File: src/rtl/flash_fe_pkg.sv
`timescale 1ns/1ps
package flash_fe_pkg;

  localparam int SECT_PER_BANK = 12;
  localparam int NUM_SECT      = 2 * SECT_PER_BANK;
  localparam int SECT_W        = 5;

  localparam logic [31:0] UNLOCK_WORD_A = 32'h4567_0123;
  localparam logic [31:0] UNLOCK_WORD_B = 32'hCDEF_89AB;

  localparam logic [3:0] OFS_KEY  = 4'h0;
  localparam logic [3:0] OFS_CTRL = 4'h4;
  localparam logic [3:0] OFS_STAT = 4'h8;

  typedef enum logic [1:0] {
    OP_NONE = 2'd0,
    OP_PROG = 2'd1,
    OP_SECT = 2'd2,
    OP_MASS = 2'd3
  } op_kind_e;

  // Stored part of the control register.
  typedef struct packed {
    logic              prog;
    logic              ser;
    logic              mass0;
    logic              mass1;
    logic [SECT_W-1:0] snb;
    logic [1:0]        psize;
  } ctrl_state_t;

  // A control write as seen on the bus.
  typedef struct packed {
    ctrl_state_t st;
    logic        go;
    logic        lock_req;
  } ctrl_write_t;

  typedef struct packed {
    logic seq;
    logic par;
    logic align;
    logic wprot;
    logic oper;
  } err_vec_t;

  typedef struct packed {
    logic              valid;
    logic [SECT_W-1:0] index;
  } sect_dec_t;

  // Bit 4 of the code selects the second bank; the low nibble is the
  // sector within that bank and must stay below the bank size.
  function automatic sect_dec_t decode_sector(input logic [SECT_W-1:0] code);
    sect_dec_t r;
    r.valid = (code[3:0] < 4'(SECT_PER_BANK));
    r.index = code[4] ? (SECT_W'(code[3:0]) + SECT_W'(SECT_PER_BANK))
                      : SECT_W'(code[3:0]);
    return r;
  endfunction

  // Address must be a multiple of 2**psize bytes.
  function automatic logic addr_aligned(input logic [1:0] psize,
                                        input logic [2:0] low);
    logic ok;
    case (psize)
      2'd0:    ok = 1'b1;
      2'd1:    ok = (low[0] == 1'b0);
      2'd2:    ok = (low[1:0] == 2'b00);
      default: ok = (low == 3'b000);
    endcase
    return ok;
  endfunction

endpackage

File: src/rtl/flash_fe_keylock.sv
`timescale 1ns/1ps
module flash_fe_keylock
  import flash_fe_pkg::*;
(
  input  logic        clk,
  input  logic        rst_n,
  input  logic        key_wr,
  input  logic [31:0] key_data,
  input  logic        relock,
  output logic        open
);

  typedef enum logic [1:0] {
    KL_WAIT_A = 2'd0,
    KL_WAIT_B = 2'd1,
    KL_OPEN   = 2'd2,
    KL_DEAD   = 2'd3
  } kl_state_e;

  kl_state_e state_q, state_d;

  always_comb begin
    state_d = state_q;
    case (state_q)
      KL_WAIT_A: if (key_wr) state_d = (key_data == UNLOCK_WORD_A) ? KL_WAIT_B : KL_DEAD;
      KL_WAIT_B: if (key_wr) state_d = (key_data == UNLOCK_WORD_B) ? KL_OPEN : KL_DEAD;
      KL_OPEN: begin
        if (key_wr)      state_d = KL_DEAD;
        else if (relock) state_d = KL_WAIT_A;
      end
      default:           state_d = KL_DEAD;
    endcase
  end

  always_ff @(posedge clk or negedge rst_n) begin
    if (!rst_n) state_q <= KL_WAIT_A;
    else        state_q <= state_d;
  end

  assign open = (state_q == KL_OPEN);


  key_dead_sticky_chk: assert property (@(posedge clk) disable iff (!rst_n)
    (state_q == KL_DEAD) |=> (state_q == KL_DEAD));


  unlock_after_second_key_chk: assert property (@(posedge clk) disable iff (!rst_n)
    $rose(open) |-> $past(key_wr && key_data == UNLOCK_WORD_B));

endmodule

File: src/rtl/flash_fe_timer.sv
`timescale 1ns/1ps
module flash_fe_timer #(
  parameter int PROG_CYCLES  = 8,
  parameter int ERASE_CYCLES = 40
) (
  input  logic clk,
  input  logic rst_n,
  input  logic load,
  input  logic load_erase,
  output logic busy
);

  localparam int MAX_CYC = (ERASE_CYCLES > PROG_CYCLES) ? ERASE_CYCLES : PROG_CYCLES;
  localparam int CNT_W   = $clog2(MAX_CYC + 1);

  logic [CNT_W-1:0] cnt_q;

  always_ff @(posedge clk or negedge rst_n) begin
    if (!rst_n) begin
      cnt_q <= '0;
      busy  <= 1'b0;
    end else if (load) begin
      cnt_q <= load_erase ? CNT_W'(ERASE_CYCLES - 1) : CNT_W'(PROG_CYCLES - 1);
      busy  <= 1'b1;
    end else if (busy) begin
      if (cnt_q == '0) busy  <= 1'b0;
      else             cnt_q <= cnt_q - 1'b1;
    end
  end


  no_load_while_busy_chk: assert property (@(posedge clk) disable iff (!rst_n)
    load |-> !busy);


  busy_holds_chk: assert property (@(posedge clk) disable iff (!rst_n)
    (busy && cnt_q != '0) |=> busy);

endmodule

File: src/rtl/flash_fe_status.sv
`timescale 1ns/1ps
module flash_fe_status
  import flash_fe_pkg::*;
(
  input  logic     clk,
  input  logic     rst_n,
  input  err_vec_t err_set,
  input  logic     clr_wr,
  input  err_vec_t clr_mask,
  output err_vec_t err_q
);

  err_vec_t clr_eff;
  err_vec_t keep_prev;

  assign clr_eff   = clr_wr ? clr_mask : err_vec_t'('0);
  assign keep_prev = err_vec_t'(err_q & ~clr_eff);

  always_ff @(posedge clk or negedge rst_n) begin
    if (!rst_n) err_q <= '0;
    else        err_q <= err_vec_t'(keep_prev | err_set);
  end


  err_sticky_chk: assert property (@(posedge clk) disable iff (!rst_n)
    1'b1 |=> ((err_q & $past(keep_prev)) == $past(keep_prev)));


  err_needs_event_chk: assert property (@(posedge clk) disable iff (!rst_n)
    1'b1 |=> ((err_q & ~$past(err_q) & ~$past(err_set)) == '0));

endmodule

File: src/rtl/flash_fe_cmd.sv
`timescale 1ns/1ps
module flash_fe_cmd
  import flash_fe_pkg::*;
#(
  parameter int MEM_AW = 20
) (
  input  logic              clk,
  input  logic              rst_n,
  input  logic              open,
  input  logic              busy,
  input  logic              ctrl_wr,
  input  ctrl_write_t       ctrl_in,
  input  logic              mem_wr,
  input  logic [MEM_AW-1:0] mem_addr,
  input  logic [NUM_SECT-1:0] wp_mask,
  output ctrl_state_t       ctrl_q,
  output logic              relock,
  output logic              load,
  output logic              load_erase,
  output err_vec_t          err_set,
  output op_kind_e          op_kind_q,
  output logic [SECT_W-1:0] op_sector_q,
  output logic [1:0]        op_banks_q,
  output logic [MEM_AW-1:0] op_addr_q
);

  localparam int WP_EXT_W = 1 << SECT_W;

  logic                ctrl_accept;
  logic                go;
  logic                mem_go;
  logic                erase_any;
  logic                seq_bad;
  logic                bank_prot;
  logic [WP_EXT_W-1:0] wp_ext;
  sect_dec_t           dec;
  op_kind_e            nxt_kind;
  logic [SECT_W-1:0]   nxt_sector;
  logic [1:0]          nxt_banks;

  assign ctrl_accept = ctrl_wr && open && !busy;
  assign relock      = ctrl_accept && ctrl_in.lock_req;
  assign go          = ctrl_accept && ctrl_in.go && !ctrl_in.lock_req;
  assign mem_go      = mem_wr && open && !busy && !ctrl_wr;

  assign wp_ext    = WP_EXT_W'(wp_mask);
  assign dec       = decode_sector(ctrl_in.st.snb);
  assign erase_any = ctrl_in.st.ser | ctrl_in.st.mass0 | ctrl_in.st.mass1;
  assign seq_bad   = !erase_any
                   || (ctrl_in.st.ser && (ctrl_in.st.mass0 || ctrl_in.st.mass1))
                   || ctrl_in.st.prog;
  assign bank_prot = (ctrl_in.st.mass0 && (|wp_mask[SECT_PER_BANK-1:0]))
                   || (ctrl_in.st.mass1 && (|wp_mask[NUM_SECT-1:SECT_PER_BANK]));

  always_comb begin
    err_set    = '0;
    load       = 1'b0;
    load_erase = 1'b0;
    nxt_kind   = OP_NONE;
    nxt_sector = '0;
    nxt_banks  = '0;
    if (go) begin
      if (seq_bad) begin
        err_set.seq = 1'b1;
      end else if (ctrl_in.st.ser) begin
        if (!dec.valid)              err_set.oper  = 1'b1;
        else if (wp_ext[dec.index])  err_set.wprot = 1'b1;
        else begin
          load       = 1'b1;
          load_erase = 1'b1;
          nxt_kind   = OP_SECT;
          nxt_sector = dec.index;
        end
      end else if (bank_prot) begin
        err_set.wprot = 1'b1;
      end else begin
        load       = 1'b1;
        load_erase = 1'b1;
        nxt_kind   = OP_MASS;
        nxt_banks  = {ctrl_in.st.mass1, ctrl_in.st.mass0};
      end
    end else if (mem_go) begin
      if (!ctrl_q.prog)                                    err_set.seq   = 1'b1;
      else if (ctrl_q.psize == 2'd3)                       err_set.par   = 1'b1;
      else if (!addr_aligned(ctrl_q.psize, mem_addr[2:0])) err_set.align = 1'b1;
      else begin
        load     = 1'b1;
        nxt_kind = OP_PROG;
      end
    end
  end

  always_ff @(posedge clk or negedge rst_n) begin
    if (!rst_n) begin
      ctrl_q      <= '0;
      op_kind_q   <= OP_NONE;
      op_sector_q <= '0;
      op_banks_q  <= '0;
      op_addr_q   <= '0;
    end else begin
      if (ctrl_accept) ctrl_q <= ctrl_in.st;
      if (load) begin
        op_kind_q   <= nxt_kind;
        op_sector_q <= nxt_sector;
        op_banks_q  <= nxt_banks;
        op_addr_q   <= mem_addr;
      end
    end
  end


  align_err_blocks_start_chk: assert property (@(posedge clk) disable iff (!rst_n)
    (err_set.align || err_set.par) |-> !load);


  locked_write_ignored_chk: assert property (@(posedge clk) disable iff (!rst_n)
    !open |=> $stable(ctrl_q));


  sector_in_range_chk: assert property (@(posedge clk) disable iff (!rst_n)
    (busy && op_kind_q == OP_SECT) |-> (op_sector_q < SECT_W'(NUM_SECT)));


  busy_freezes_ctrl_chk: assert property (@(posedge clk) disable iff (!rst_n)
    busy |=> $stable(ctrl_q));

endmodule

File: src/rtl/flash_cmd_frontend.sv
`timescale 1ns/1ps
module flash_cmd_frontend
  import flash_fe_pkg::*;
#(
  parameter int MEM_AW       = 20,
  parameter int PROG_CYCLES  = 8,
  parameter int ERASE_CYCLES = 40
) (
  input  logic              clk,
  input  logic              rst_n,
  input  logic              bus_wr,
  input  logic [3:0]        bus_addr,
  input  logic [31:0]       bus_wdata,
  output logic [31:0]       bus_rdata,
  input  logic              mem_wr,
  input  logic [MEM_AW-1:0] mem_addr,
  input  logic [23:0]       wp_mask,
  output logic              busy,
  output logic [1:0]        op_kind,
  output logic [4:0]        op_sector,
  output logic [1:0]        op_banks,
  output logic [MEM_AW-1:0] op_addr
);

  logic              key_wr, ctrl_wr, stat_wr;
  logic              open, relock, load, load_erase;
  ctrl_write_t       ctrl_in;
  ctrl_state_t       ctrl_q;
  err_vec_t          err_set, err_q, clr_mask;
  op_kind_e          op_kind_q;
  logic [SECT_W-1:0] op_sector_q;
  logic [1:0]        op_banks_q;
  logic [MEM_AW-1:0] op_addr_q;

  assign key_wr  = bus_wr && (bus_addr == OFS_KEY);
  assign ctrl_wr = bus_wr && (bus_addr == OFS_CTRL);
  assign stat_wr = bus_wr && (bus_addr == OFS_STAT);

  assign ctrl_in.st.prog  = bus_wdata[0];
  assign ctrl_in.st.ser   = bus_wdata[1];
  assign ctrl_in.st.mass0 = bus_wdata[2];
  assign ctrl_in.st.snb   = bus_wdata[7:3];
  assign ctrl_in.st.psize = bus_wdata[9:8];
  assign ctrl_in.st.mass1 = bus_wdata[15];
  assign ctrl_in.go       = bus_wdata[16];
  assign ctrl_in.lock_req = bus_wdata[31];

  assign clr_mask.seq   = bus_wdata[7];
  assign clr_mask.par   = bus_wdata[6];
  assign clr_mask.align = bus_wdata[5];
  assign clr_mask.wprot = bus_wdata[4];
  assign clr_mask.oper  = bus_wdata[1];

  flash_fe_keylock u_keylock (
    .clk      (clk),
    .rst_n    (rst_n),
    .key_wr   (key_wr),
    .key_data (bus_wdata),
    .relock   (relock),
    .open     (open)
  );

  flash_fe_cmd #(.MEM_AW(MEM_AW)) u_cmd (
    .clk         (clk),
    .rst_n       (rst_n),
    .open        (open),
    .busy        (busy),
    .ctrl_wr     (ctrl_wr),
    .ctrl_in     (ctrl_in),
    .mem_wr      (mem_wr),
    .mem_addr    (mem_addr),
    .wp_mask     (wp_mask),
    .ctrl_q      (ctrl_q),
    .relock      (relock),
    .load        (load),
    .load_erase  (load_erase),
    .err_set     (err_set),
    .op_kind_q   (op_kind_q),
    .op_sector_q (op_sector_q),
    .op_banks_q  (op_banks_q),
    .op_addr_q   (op_addr_q)
  );

  flash_fe_timer #(.PROG_CYCLES(PROG_CYCLES), .ERASE_CYCLES(ERASE_CYCLES)) u_timer (
    .clk        (clk),
    .rst_n      (rst_n),
    .load       (load),
    .load_erase (load_erase),
    .busy       (busy)
  );

  flash_fe_status u_status (
    .clk      (clk),
    .rst_n    (rst_n),
    .err_set  (err_set),
    .clr_wr   (stat_wr),
    .clr_mask (clr_mask),
    .err_q    (err_q)
  );

  always_comb begin
    case (bus_addr)
      OFS_CTRL: bus_rdata = {!open, 15'b0, ctrl_q.mass1, 5'b0, ctrl_q.psize,
                             ctrl_q.snb, ctrl_q.mass0, ctrl_q.ser, ctrl_q.prog};
      OFS_STAT: bus_rdata = {15'b0, busy, 8'b0, err_q.seq, err_q.par, err_q.align,
                             err_q.wprot, 2'b0, err_q.oper, 1'b0};
      default:  bus_rdata = 32'h0;
    endcase
  end

  assign op_kind   = busy ? op_kind_q   : OP_NONE;
  assign op_sector = busy ? op_sector_q : '0;
  assign op_banks  = busy ? op_banks_q  : '0;
  assign op_addr   = busy ? op_addr_q   : '0;


  relock_closes_chk: assert property (@(posedge clk) disable iff (!rst_n)
    relock |=> !open);

endmodule

File: config.mk
export PLATFORM = sky130hd
export DESIGN_NAME = flash_cmd_frontend
export DESIGN_NICKNAME = d
export VERILOG_FILES = /design/src/rtl/flash_fe_pkg.sv /design/src/rtl/flash_fe_keylock.sv /design/src/rtl/flash_fe_timer.sv /design/src/rtl/flash_fe_status.sv /design/src/rtl/flash_fe_cmd.sv /design/src/rtl/flash_cmd_frontend.sv
export SDC_FILE = /design/constraint.sdc
export NUM_CORES = 1
export LEC_CHECK = 0
export ABC_AREA = 1
export BUFFER_PORTS_ARGS = -buffer_cell sky130_fd_sc_hd__buf_4
export CORE_AREA = 2 2 104 106
export CTS_BUF_LIST = sky130_fd_sc_hd__clkbuf_8
export DETAILED_ROUTE_END_ITERATION = 16
export DIE_AREA = 0 0 106 108
export PLACE_DENSITY = 0.71
export SLEW_MARGIN = 25
export SYNTH_ARGS = -nofsm -noshare
export SYNTH_HDL_FRONTEND = slang
export SYNTH_SLANG_ARGS = --single-unit
export TNS_END_PERCENT = 100
File: constraint.sdc
create_clock -name clk -period 1.6 [get_ports clk]
set_input_delay 0.16 -clock clk [delete_from_list [all_inputs] [get_ports clk]]
set_output_delay 0.16 -clock clk [all_outputs]
set_load 0.03 [all_outputs]
# == Yosys cells after proc, flatten, opt, wreduce, memory -nomap -nowiden ==
# Cells that the tools add are included.
# W data, S select, Z words.
# word_totals
regBits,54
latch_bits,0
mem_bits_ro,0
input_bits,84
ramBits,0
out_inout_bits,62
mem_count,0
elab_cells,150
# op_classes
n_div,0
eq_ne,13
addsub,2
n_bitwise,6
shifts,0
mux,75
reduce_logical,34
multipliers,0
order_cmp,2
# ops
operator,n
$pmux W32 S2,1
$mux W2,23
$mux W5,8
$mux W1,34
$eq A32 B31 Y1 const B,1
$eq A32 B32 Y1 const B,1
$mux W6,4
$reduce_or A12 Y1,2
$mux W20,1
$logic_and A1 B1 Y1,14
$eq A2 B2 Y1 const B,3
$logic_not A2 Y1,3
$logic_not A6 Y1,1
$lt A5 B6 Y1 const B,1
$ne A2 B2 Y1 const B,3
$pmux W2 S3,1
$sub A6 B1 Y6 const B,1
$add A4 B4 Y5 const B,1
$and A5 B5 Y5,1
$bmux W1 S5,1
$logic_not A1 Y1,5
$not A5 Y5,1
$or A5 B5 Y5,1
$eq A2 B1 Y1 const B,2
14 further kinds,18

# == Longest topological paths before layout ==
# Gate-level depths: netlist of the first run.
# depth
ltp_word,14
depth_mapped,14
depth_no_buf,12

# == Cells and area by module ==
# Synthesis of the first run repeated with hierarchy kept, for this count alone.
# hier_totals
hier_cells,563
hier_area_um2,3836.2
# by_module_without_submodules
mod,area_each_um2,cells_per_inst,seq_area_each_um2,instances
flash_fe_cmd,2299.7,292,1001.0,1
flash_cmd_frontend,594.3,124,0.0,1
flash_fe_timer,434.2,58,175.2,1
flash_fe_keylock,307.8,64,50.0,1
flash_fe_status,200.2,25,125.1,1

# == Worst setup path after synthesis of the first run ==
# OpenSTA, ideal clock, no wires.
# synth_path
path_type,flip-flop to flip-flop
start,register u_timer.busy
end,register u_cmd.op_addr_q[1]
arrival_time_ps,1673
setup_time_ps,119
stages_incl_launch_ff,11
required_ps,1481
n_path_buf,1
synth_period_minus_slack_ps,1792
path_slack_ps,-192
cell_sequence,dfrtp_1 > inv_1 > nand2_1 > nor2_4 > nand2_2 > nor2_2 > nand4_4 > nand3_4 > buf_6 > nand2_1 > o21a_1
# synth_via
elab_chain_len,5
elab_cells_between_ends,8
cone_classes,mux: 2; reduce/logical: 6
# synth_rtl
element,line_no,source
"start, declared",flash_fe_timer.sv:10,output logic busy
"start signal, assigned",flash_fe_timer.sv:21,busy <= 1'b0;
"start signal, assigned",flash_fe_timer.sv:24,busy <= 1'b1;
"start signal, assigned",flash_fe_timer.sv:26,if (cnt_q == '0) busy <= 1'b0;
$logic_not A1 Y1 *,"flash_fe_cmd.sv:41, flash_fe_cmd.sv:44",
$logic_and A1 B1 Y1 (on tied branches),"flash_fe_cmd.sv:44, flash_fe_cmd.sv:41",
$logic_and A1 B1 Y1 (on tied branches),"flash_fe_cmd.sv:44, flash_fe_cmd.sv:43",
$mux W1 or $logic_and A1 B1 Y1 (tied branches),"flash_fe_cmd.sv:82, flash_fe_cmd.sv:43",
$mux W1 *,flash_fe_cmd.sv:62,if (go) begin
"end signal, assigned",flash_fe_cmd.sv:106,op_addr_q <= mem_addr;
"end, declared",flash_fe_cmd.sv:24,output logic [MEM_AW-1:0] op_addr_q
# Mark *: on every way between the ends. The rest lies on a longest branch, timed or not.
# A chain may end at the register's enable or synchronous reset.

# == Worst setup path after layout of the first run ==
# layout_path
start,register u_keylock.state_q[1]
end,register u_cmd.op_addr_q[5]
# layout_via
elab_chain_len,6
elab_cells_between_ends,10
cone_classes,eq/ne: 1; mux: 2; reduce/logical: 7
# layout_rtl
element,line_no,source
"start, declared",flash_fe_keylock.sv:20,"kl_state_e state_q, state_d;"
"start signal, assigned",flash_fe_keylock.sv:37,else state_q <= state_d;
$eq A2 B2 Y1 *,flash_fe_keylock.sv:40,assign open = (state_q == KL_OPEN);
$logic_and A1 B1 Y1 (on tied branches) (2 in a row),"flash_fe_cmd.sv:44, flash_fe_cmd.sv:41",
$logic_and A1 B1 Y1 (on tied branches),"flash_fe_cmd.sv:44, flash_fe_cmd.sv:43",
$mux W1 or $logic_and A1 B1 Y1 (tied branches),"flash_fe_cmd.sv:82, flash_fe_cmd.sv:43",
$mux W1 *,flash_fe_cmd.sv:62,
# Marks and branches as above.

==> out/results.ini, run 1 <==
[synth]
synth_seq_cells = 54
yosys_warnings = 0
synth.avg_cell_area_um2 = 7.15
yosysSeqAreaShare = 0.383
synth.largest_area_cell = dfrtp_1
synth_top_area_frac = 0.383
syn_inst = 493
synth.area.top_cells = dfrtp_1 (38%), inv_1 (12%), nand2_1 (11%)
netlist_area_mm2 = 0.00353
synth.distinct_cells = 43

[setup_path]
reg2reg_slack_ns = -0.13
startpoint_type = flop
crit_arrival_ns = 1.94
reg2reg_depth = 10
slowest_delay_ns = 0.38
cp-end-kind = flop
crit_path_end = u_cmd.op_addr_q[5]$_DFFE_PN0P_
path_max_fanout = 8
startpoint = u_keylock.state_q[1]$_DFFE_PN0P_
critPathSlowestCell = dfrtp_1
path_buf_inv = 2
crit_chain = inv_2, nor2_4, nand2_2, nor2_4, nand2_2, nor2_4, nand4_4, nand3_4, clkbuf_16, o21ai_2
crit_family = simple AND/OR/NAND/NOR gates
r2r_start = u_keylock.state_q[1]$_DFFE_PN0P_
required_ns = 1.80
path_depth = 10
r2r_end = u_cmd.op_addr_q[5]$_DFFE_PN0P_
crit_top_cell = nor2_4
crit_type = flop to flop

[grt]
antenna_found_initial = 0
grt_first_pass_wirelength_mm = 16.4
grt_max_degree = 55
globalRoute.totalOverflow = 0
grt_pass1_vias = 3581
grt_usage = 0.176

[placed_design]
dpl-instance-area_mm2 = 0.00485
port_buffers = 126
dp_hpwl_mm = 7.54
gp_congestion = 0.873
post-place-ws_ns = -0.236

[flow_run]
maxCapViolCount = 0

[floorplan]
die_area_mm2 = 0.0114
core_mm2 = 0.0102
start_util = 0.345
num_io_pins = 146
die_y_um = 108
core.rowCount = 37
die_w_um = 106

[clock_network]
htree_levels = 2
clk_pin_slew_ns = 0.10
worstSkewPairLatency_ns = 0.30
cts_buffers = 5
clockBufferDepth = 2
cts_sinks = 54
root_buffer = clkbuf_8
cts_tree = done

[timing]
holdWs_ns = 0.0577
hold_viol_final = 0
final-setup-viol-count = 34
fmax_ghz = 0.576
timing.final.crit_share = 1.08
rsz0062_at_grt = yes
fin_ws_ns = -0.135
finalCriticalPeriod_ns = 1.73
clock_skew_ns = 0.00432
tightest_slew_ns = 0.684
timing.final.max_slew_violations = 0
relSlewSlack = 0.544

[finish]
fillers = 962
final_nets = 776
final_area_mm2 = 0.00547
areaGrowthSynthToFinish_pct = 55.1
drive_gt1_frac = 0.398
post-route-util = 0.535
num_antenna_cells = 0

[route]
via_count = 3785
post_drt_wl_per_cell_um = 12.7
dr.first_iter.drc_count = 176
drt-pass1-iter-count = 4
drc_errors = 0
wl_mm = 10.5
ant_nets = 0
avgViaCountPerCell = 4.59

[power_and_ir_drop]
leakage_nw = 3.08
p_per_area_mw_per_mm2 = 1080
ir_drop_mv = 0.768

[run_status]
run_status = finished with violations
violations = setup timing

[worst_hold_path]
hold_path_class = input pin to flop

[where the power goes]
group | leakage [nW] | switching, W | internal (W) | total, W
Sequential | 0.535 | 0.000126 | 0.00158 | 0.00170
Combinational | 2.48 | 0.00196 | 0.00134 | 0.00331
Clock | 0.0607 | 0.000441 | 0.000457 | 0.000897
Total | 3.08 | 0.00253 | 0.00338 | 0.00591
[tightest hold or removal path, cell delays in order]
cell and delay (ns):
buf_4 0.08, nand2_1 0.05, o21ai_2 0.04
[per-layer routing]
layer / global-route usage / up-vias / wire length (um)
met5: 0 / - / 0
met4: 0.0517 / 0 / 147
met3: 0.0295 / 11 / 600
met2: 0.296 / 141 / 5160
met1: 0.235 / 1753 / 4560
li1: - / 1880 / -
[flip-flops by register name, summed over array words and instances (netlist names)]
name,cells
u_cmd.ctrl_q,11
u_cmd.op_sector_q,5
u_keylock.state_q,2
u_cmd.op_banks_q,2
u_timer.cnt_q,6
u_cmd.op_addr_q,20
u_cmd.op_kind_q,2
u_timer.busy,1
u_status.err_q,5
[worst min-delay path by stage]
stage          slack, ns                               to         start  cells after the start
2_1_floorplan      -0.14      u_cmd.ctrl_q[0]$_DFFE_PN0N_         rst_n                      0
3_3_place_gp        0.24   u_cmd.op_addr_q[7]$_DFFE_PN0P_         rst_n                      1
3_5_place_dp        0.25   u_cmd.op_addr_q[4]$_DFFE_PN0P_         rst_n                      1
4_1_cts             0.06   u_cmd.op_addr_q[3]$_DFFE_PN0P_   mem_addr[3]                      3
5_1_grt             0.05  u_cmd.op_addr_q[14]$_DFFE_PN0P_  mem_addr[14]                      3
6_report            0.06   u_cmd.op_addr_q[4]$_DFFE_PN0P_   mem_addr[4]                      3
[cell usage after synthesis]
cell type / instances
a21o_1: 1
a21oi_1: 2
a31oi_1: 1
and3_1: 1
and3b_1: 1
buf_1: 1
buf_2: 1
buf_4: 19
buf_6: 8
clkbuf_1: 5
conb_1: 1
dfrtp_1: 54
ha_1: 4
inv_1: 113
inv_2: 2
inv_6: 1
nand2_1: 108
nand2_2: 2
nand3_1: 20
nand3_2: 1
nand3_4: 2
nand3b_1: 1
nand3b_4: 1
nand4_1: 15
nand4_2: 2
nand4_4: 1
nor2_1: 30
nor2_2: 7
nor2_4: 1
nor3_1: 8
nor3b_1: 1
nor4_1: 4
o211ai_1: 2
o21a_1: 1
o21ai_0: 34
o21ai_1: 22
o221ai_1: 1
o22ai_1: 7
o31ai_1: 1
or2_1: 1
or2_2: 1
xnor2_1: 2
xor2_1: 2
[layout by cell type, fill, tap and decap left out, types with 3 or more instances in the layout]
cell type / instances
buf_6: 9
dfrtp_1: 53
nor2_1: 28
buf_4: 187
o21ai_2: 13
clkbuf_8: 5
o21ai_1: 12
inv_2: 7
ha_1: 3
clkbuf_16: 3
o22ai_2: 6
nand3_1: 20
nand3_4: 4
nand2_1: 96
o21ai_0: 31
nor2_2: 5
nor4_1: 3
inv_1: 110
nor3_1: 7
nand2_2: 13
nand4_1: 15
nor2_4: 5
conb_1: 19
[stage by stage]
stage          cells  total power, W  setup TNS (ns)
2_1_floorplan    511         0.00350           -1.11
3_3_place_gp     788         0.00468           -3.73
3_5_place_dp     788         0.00474           -5.61
4_1_cts          814         0.00573          -0.907
5_1_grt          825         0.00631           -5.98
6_report         825         0.00591           -3.43
[final cells by class]
type | instances | area [um2] | share of cell area
inverter | 116 | 440 | 0.0805
multi-input combinational | 309 | 1770 | 0.323
clock inverter | 3 | 37.5 | 0.00686
sequential | 54 | 1350 | 0.247
timing repair buffer | 202 | 1630 | 0.298
tap | 136 | 170 | 0.0311
clock buffer | 5 | 68.8 | 0.0126
[cells by family (layout without fill, tap and decap cells)]
logic type	count (synthesis)	count (layout)	share of synthesized area
AO/OA/AOI/OAI	72	72	0.110
XOR/XNOR	4	4	0.00994
adder cells (fa/ha/maj)	4	4	0.0142
buffers and inverters	150	326	0.199
flip-flops	54	54	0.383
other	1	19	0.00106
AND/OR/NAND/NOR	208	210	0.283
[what timing repair did]
action                                 CTS  global route
buffers inserted                        16             9
setup endpoints to repair               36            43
pin swaps                                5            10
resized for setup                       14            47
endpoints found under the hold margin   54             0
hold buffers                             1             0
cloned                                   1             5
(Power assumes the default switching activity.)
==> inputs of run 2 (changes only) <==
Settings changed: CORE_AREA 2 2 104 106 to 2 2 108 110, DIE_AREA 0 0 106 108 to 0 0 110 112, MAX_ROUTING_LAYER set to met4, PLACE_DENSITY 0.71 to 0.67.
==> run 2 against run 1 <==
  * Sequential share of layout area increased by 1.4 points
  * Sequential cell count is the same
  * Register-to-register slack improved by 0.03 ns
  * Highest routed layer unchanged
  * Critical path depth decreased by 2
  * Cell area fell by 5.2%
  * Worst hold slack better by 0.0078 ns
  * The run still ends with setup timing left
  * Cell count shrank 1.6%
  * First-iteration DRC count increased by 22%
  * Total power decreased by 4.9%
  * Global-route usage fell by 0.67 points
  * Routed wire length is 3.8% lower
  * Clock skew increased by 0.0034 ns
==> out/results.ini, run 2 (same netlist as run 1, synthesis figures left out) <==
[timing]
holdWs_ns = 0.0656
timing.final.max_slew_violations = 0
final-setup-viol-count = 31
relSlewSlack = 0.537
finalCriticalPeriod_ns = 1.70
clock_skew_ns = 0.00768
fmax_ghz = 0.588
timing.final.crit_share = 1.06
tightest_slew_ns = 0.694
fin_ws_ns = -0.100
rsz0062_at_grt = yes
hold_viol_final = 0

[setup_path]
crit_arrival_ns = 1.90
crit_type = flop to flop
r2r_start = u_cmd.ctrl_q[1]$_DFFE_PN0N_
crit_top_cell = o21ai_1
cp-end-kind = flop
path_max_fanout = 6
critPathSlowestCell = dfrtp_1
reg2reg_depth = 8
crit_family = simple AND/OR/NAND/NOR gates
reg2reg_slack_ns = -0.10
r2r_end = u_cmd.op_addr_q[1]$_DFFE_PN0P_
startpoint_type = flop
path_buf_inv = 1
slowest_delay_ns = 0.41
crit_chain = o21ai_1, o21ai_1, a31oi_1, nand4_1, nand3_4, buf_6, nand2_2, o21a_1
required_ns = 1.80

[clock_network]
worstSkewPairLatency_ns = 0.31
clk_pin_slew_ns = 0.09
htree_levels = 2
cts_tree = done
cts_sinks = 54
clockBufferDepth = 2
cts_buffers = 5
root_buffer = clkbuf_8

[power_and_ir_drop]
comb_power_share = 0.566
p_per_area_mw_per_mm2 = 1080
leakage_nw = 2.93
clock_power_share = 0.129
pwr-share-seq = 0.305
p_sw_w = 0.00246
switching_share = 0.438
ir_drop_mv = 0.891
p_int_w = 0.00316

[route]
post_drt_wl_per_cell_um = 12.4
dr.first_iter.drc_count = 214
ant_nets = 0
via_count = 3634
drt-pass1-iter-count = 4
avgViaCountPerCell = 4.48
wl_mm = 10.1
drc_errors = 0

[finish]
final_nets = 756
post-route-util = 0.464
multi_input_area_mm2 = 0.00168
fillers = 1125
num_antenna_cells = 0
areaGrowthSynthToFinish_pct = 47.0
reg.largest.list = u_cmd.op_addr_q: 20 flops, u_cmd.ctrl_q: 11 flops, u_timer.cnt_q: 6 flops
regMostFlops = u_cmd.op_addr_q
drive_gt1_frac = 0.357
final_cell_mix = buf_4 (175), inv_1 (110), nand2_1 (103)
largest_register_ffs = 20
final_common_cell = buf_4
seqCellArea_mm2 = 0.00135

[floorplan]
core_mm2 = 0.0112
die_y_um = 112
core.rowCount = 39
start_util = 0.316
num_io_pins = 146
die_w_um = 110
die_area_mm2 = 0.0123

[grt]
globalRoute.totalOverflow = 0
antenna_found_initial = 0
grt_first_pass_wirelength_mm = 16.4
grt_pass1_vias = 3615
grt_usage = 0.170
grt_max_degree = 55

[flow_run]
maxCapViolCount = 0

[placed_design]
gp_congestion = 0.862
dp_hpwl_mm = 7.72
port_buffers = 126

[run_status]
violations = setup timing
run_status = finished with violations

[worst_hold_path]
hold_path_depth = 3
hold_path_class = input pin to flop
worstHoldEndpoint = u_cmd.op_addr_q[17]$_DFFE_PN0P_
min-delay-start = mem_addr[17]

## run 2: repair_timing
| item | 4_1_cts | 5_1_grt |
|---|---|---|
| pin swaps | 12 | 7 |
| setup buffers | 13 | 3 |
| setup endpoints to repair | 31 | 34 |
| gates cloned | 1 | 0 |
| resized for setup | 31 | 12 |
| hold buffers | 1 | 0 |
| hold endpoints to repair | 54 | 0 |
## run 2: metrics by stage
step	setup TNS (ns)	instances	worst slack (ns)	instance area (um2)	total power, W
global placement	-4.15	789	-0.158	4820	0.00463
CTS	-1.45	810	-0.0815	5120	0.00559
floorplan	-1.11	511	-0.105	3600	0.00350
detailed placement	-5.18	789	-0.212	4820	0.00469
finish	-1.59	812	-0.100	5180	0.00562
global route	-4.27	812	-0.181	5180	0.00600
## run 2: cell type report
| type | instances | share of cell area |
|---|---|---|
| clock buffers | 5 | 0.0133 |
| clock inverters | 3 | 0.00217 |
| inverters | 116 | 0.0850 |
| multi-input cells | 307 | 0.324 |
| flip-flops and latches | 54 | 0.261 |
| well taps | 143 | 0.0345 |
| repair buffers | 184 | 0.279 |
## run 2: routing by layer
| metal | track usage | up-vias | part of all wire |
|---|---|---|---|
| met1 | 0.204 | 1650 | 0.42 |
| met3 | 0.0369 | 13 | 0.073 |
| met4 | 0.0405 | 0 | 0.0096 |
| met2 | 0.286 | 135 | 0.50 |
| met5 | - | - | 0 |
| li1 | - | 1836 | - |
## run 2: worst max path at each step
stage               slack [ns]  cells past startpoint                              end                        startpoint
floorplan                -0.11                     10   u_cmd.op_addr_q[1]$_DFFE_PN0P_            u_timer.busy$_DFF_PN0_
detailed placement       -0.21                     12   u_cmd.op_addr_q[1]$_DFFE_PN0P_                      bus_wdata[6]
finish                   -0.10                      8   u_cmd.op_addr_q[1]$_DFFE_PN0P_       u_cmd.ctrl_q[1]$_DFFE_PN0N_
global route             -0.18                     11  u_cmd.op_addr_q[15]$_DFFE_PN0P_  u_keylock.state_q[1]$_DFFE_PN0P_
global placement         -0.16                     12   u_cmd.op_addr_q[1]$_DFFE_PN0P_                      bus_wdata[6]
CTS                      -0.08                      8   u_cmd.op_addr_q[1]$_DFFE_PN0P_       u_cmd.ctrl_q[1]$_DFFE_PN0N_
## run 2: worst min-delay path, delay by kind of cell
kind	cells	cell delay [ns]
buffers and inverters	1	0.08
AO/OA/AOI/OAI	1	0.06
AND/OR/NAND/NOR	1	0.04
## run 2: power groups by stage
stage               sequential [W]  combinational, W  clock [W]
floorplan                  0.00174           0.00176          0
global placement           0.00172           0.00291          0
detailed placement         0.00172           0.00296          0
CTS                        0.00172           0.00312   0.000756
global route               0.00173           0.00347   0.000804
finish                     0.00171           0.00318   0.000727
==> inputs of run 3 (changes only) <==
Settings changed: ABC_AREA 1 to 0, CORE_AREA 2 2 108 110 to 2 2 86 130, DIE_AREA 0 0 110 112 to 0 0 88 132.
==> run 3 against run 2 <==
  * The flow still finishes with violations (setup timing)
  * Via count decreased by 14%
  * Clock power increased by 11%
  * Cell count decreased by 19%
  * Cell area decreased by 1.0%
  * Worst hold slack about the same
  * Largest power group is now sequential cells
==> out/results.ini, run 3 <==
[placed_design]
dp_hpwl_mm = 7.39
dpl.cell_count = 637
gp_congestion = 0.881
port_buffers = 126
post-place-ws_ns = -0.795

[worst_hold_path]
hold_path_class = input pin to flop

[route]
dr.first_iter.drc_count = 92
via_count = 3122
avgViaCountPerCell = 4.74
post_drt_wl_per_cell_um = 14.3
drc_errors = 0
drt-pass1-iter-count = 4
ant_nets = 0
wl_mm = 9.44

[clock_network]
clockBufferDepth = 2
cts_sinks = 54
root_buffer = clkbuf_8
worstSkewPairLatency_ns = 0.32
clk_pin_slew_ns = 0.11
cts_buffers = 5
htree_levels = 2
cts_tree = done

[power_and_ir_drop]
p_per_area_mw_per_mm2 = 665
switching_share = 0.287
pwr-share-seq = 0.464
clock_power_share = 0.236
p_int_w = 0.00243
ir_drop_mv = 0.371
p_sw_w = 0.000980
comb_power_share = 0.300
leakage_nw = 2.62

[grt]
grt_pass1_vias = 3301
globalRoute.totalOverflow = 0
grt_max_degree = 35
antenna_found_initial = 0
grt_usage = 0.169
grt_first_pass_wirelength_mm = 15.0

[synth]
synth.largest_area_cell = dfrtp_1
synth_common_cells = dfrtp_1 (54), and2_1 (35), nand2_1 (20), buf_4 (19), mux2_1 (18)
yosysSeqAreaShare = 0.411
synth.distinct_cells = 56
netlist_area_mm2 = 0.00329
synth.avg_cell_area_um2 = 10.2
yosys_warnings = 0
async_flop_share = 1.00
syn_inst = 324
synth_top_flop_cell = dfrtp_1
synth_edf_count = 0
synth.most_common_cell = dfrtp_1
synth_seq_cells = 54
synth.area.top_cells = dfrtp_1 (41%), and2_1 (6.7%), mux2_1 (6.2%)
synth_top_area_frac = 0.411

[floorplan]
num_io_pins = 146
core.rowCount = 46
die_area_mm2 = 0.0116
die_y_um = 132
start_util = 0.316
die_w_um = 88
core_mm2 = 0.0104

[timing]
finalCriticalPeriod_ns = 2.02
fin_setup_tns_ns = -13.03
hold_viol_final = 0
timing.final.max_slew_violations = 0
fmax_ghz = 0.494
fin_ws_ns = -0.424
clock_skew_ns = 0.0164
rsz0062_at_grt = yes
final-setup-viol-count = 36
timing.final.crit_share = 1.27
holdWs_ns = 0.0657

[run_status]
violations = setup timing
run_status = finished with violations

[finish]
final_common_cell = buf_4
post-route-util = 0.492
final_cells = 658
largest_register_ffs = 20
num_antenna_cells = 0
regMostFlops = u_cmd.op_addr_q
areaGrowthSynthToFinish_pct = 55.9
drive_gt1_frac = 0.504
final_nets = 601
final_cell_mix = buf_4 (184), dfrtp_1 (53), and2_1 (35)
reg.largest.list = u_cmd.op_addr_q: 20 flops, u_cmd.ctrl_q: 11 flops, u_timer.cnt_q: 6 flops

[setup_path]
crit_arrival_ns = 2.22
path_max_fanout = 5
cp-end-kind = flop
startpoint_type = flop
crit_type = flop to flop
required_ns = 1.79

[flow_run]
maxCapViolCount = 0

==> run 3: changes by cell type in the layout (fill, tap and decap cells not counted), moves of 8 or more <==
| cell | previous run | this run |
|---|---|---|
| nand4_1 | 15 | 6 |
| mux2_4 | 0 | 13 |
| o21ai_0 | 31 | 6 |
| inv_1 | 110 | 12 |
| nor2_1 | 27 | 13 |
| and2_1 | 0 | 35 |
| inv_2 | 8 | 0 |
| nand3_1 | 19 | 2 |
| buf_4 | 175 | 184 |
| o21ai_1 | 23 | 6 |
| mux2_1 | 0 | 8 |
| nand2_1 | 103 | 20 |
==> run 3: kinds of logic after synthesis <==
kind of cell,after synthesis,share of synthesized area
xor gates and xnor gates,5,0.0133
buffers and inverters,44,0.0802
and+or+nand+nor,134,0.236
DFF,54,0.411
other,1,0.00114
adders and majority gates,4,0.0152
AOI/OAI and AO/OA,45,0.0973
muxes,37,0.146
==> run 3: what timing repair did <==
action | in CTS | in global routing
setup buffers | 8 | 1
pin swaps | 8 | 11
cloned | 4 | 0
gates resized for setup | 17 | 18
setup endpoints to repair | 36 | 44
hold buffers | 1 | 0
endpoints found under the hold margin | 33 | 0
==> run 3: final cells by class <==
class                           instances  area [um2]
Clock inverter                          2        12.5
Fill cell                             973        5290
Tap cell                              144         180
Multi-Input combinational cell        247        1950
Clock buffer                            6        82.6
Timing Repair Buffer                  193        1510
Inverter                               12        45.0
Sequential cell                        54        1350
==> run 3: layer usage <==
layer	up-vias	global-route usage	part of all wire
met1	1480	0.178	0.37
met4	0	0.0786	0.040
met2	127	0.298	0.53
met3	20	0.0301	0.056
met5	-	-	0
li1	1495	-	-
==> run 3: power groups by stage <==
stage | Combinational (W) | Clock [W] | Sequential [W]
after floorplan | 0.000498 | 0 | 0.00159
after global placement | 0.000893 | 0 | 0.00160
after detailed placement | 0.000922 | 0 | 0.00160
after CTS | 0.000996 | 0.000842 | 0.00158
after global routing | 0.00112 | 0.000882 | 0.00160
final | 0.00103 | 0.000805 | 0.00158
==> run 3: worst max-delay path, cell delays in order (launching register included) <==
cell	delay, ns
dfrtp_1	0.42
nor2_2	0.13
nand4_1	0.14
nand2b_4	0.18
a2111o_4	0.53
nand2_4	0.15
mux2_1	0.33
==> run 3: stage by stage <==
stage / total power (W) / area [um2]
2_1_floorplan: 0.00209 / 3430
3_3_place_gp: 0.00249 / 4770
3_5_place_dp: 0.00253 / 4770
4_1_cts: 0.00342 / 5050
5_1_grt: 0.00360 / 5130
6_report: 0.00341 / 5130
==> run 3: final timing paths <==
check	start	end	slack [ns]	cells past startpoint
worst max-delay path	u_keylock.state_q[0]$_DFFE_PN0P_	u_cmd.op_addr_q[9]$_DFFE_PN0P_	-0.42	6
worst min-delay path	mem_addr[7]	u_cmd.op_addr_q[7]$_DFFE_PN0P_	0.07	2
worst max register to register	u_keylock.state_q[0]$_DFFE_PN0P_	u_cmd.op_addr_q[9]$_DFFE_PN0P_	-0.42	6
worst min register to register	u_cmd.op_addr_q[11]$_DFFE_PN0P_	u_cmd.op_addr_q[11]$_DFFE_PN0P_	0.48	1
max in group asynchronous	rst_n	u_cmd.op_addr_q[1]$_DFFE_PN0P_	0.80	3
min in group asynchronous	rst_n	u_timer.busy$_DFF_PN0_	0.32	2
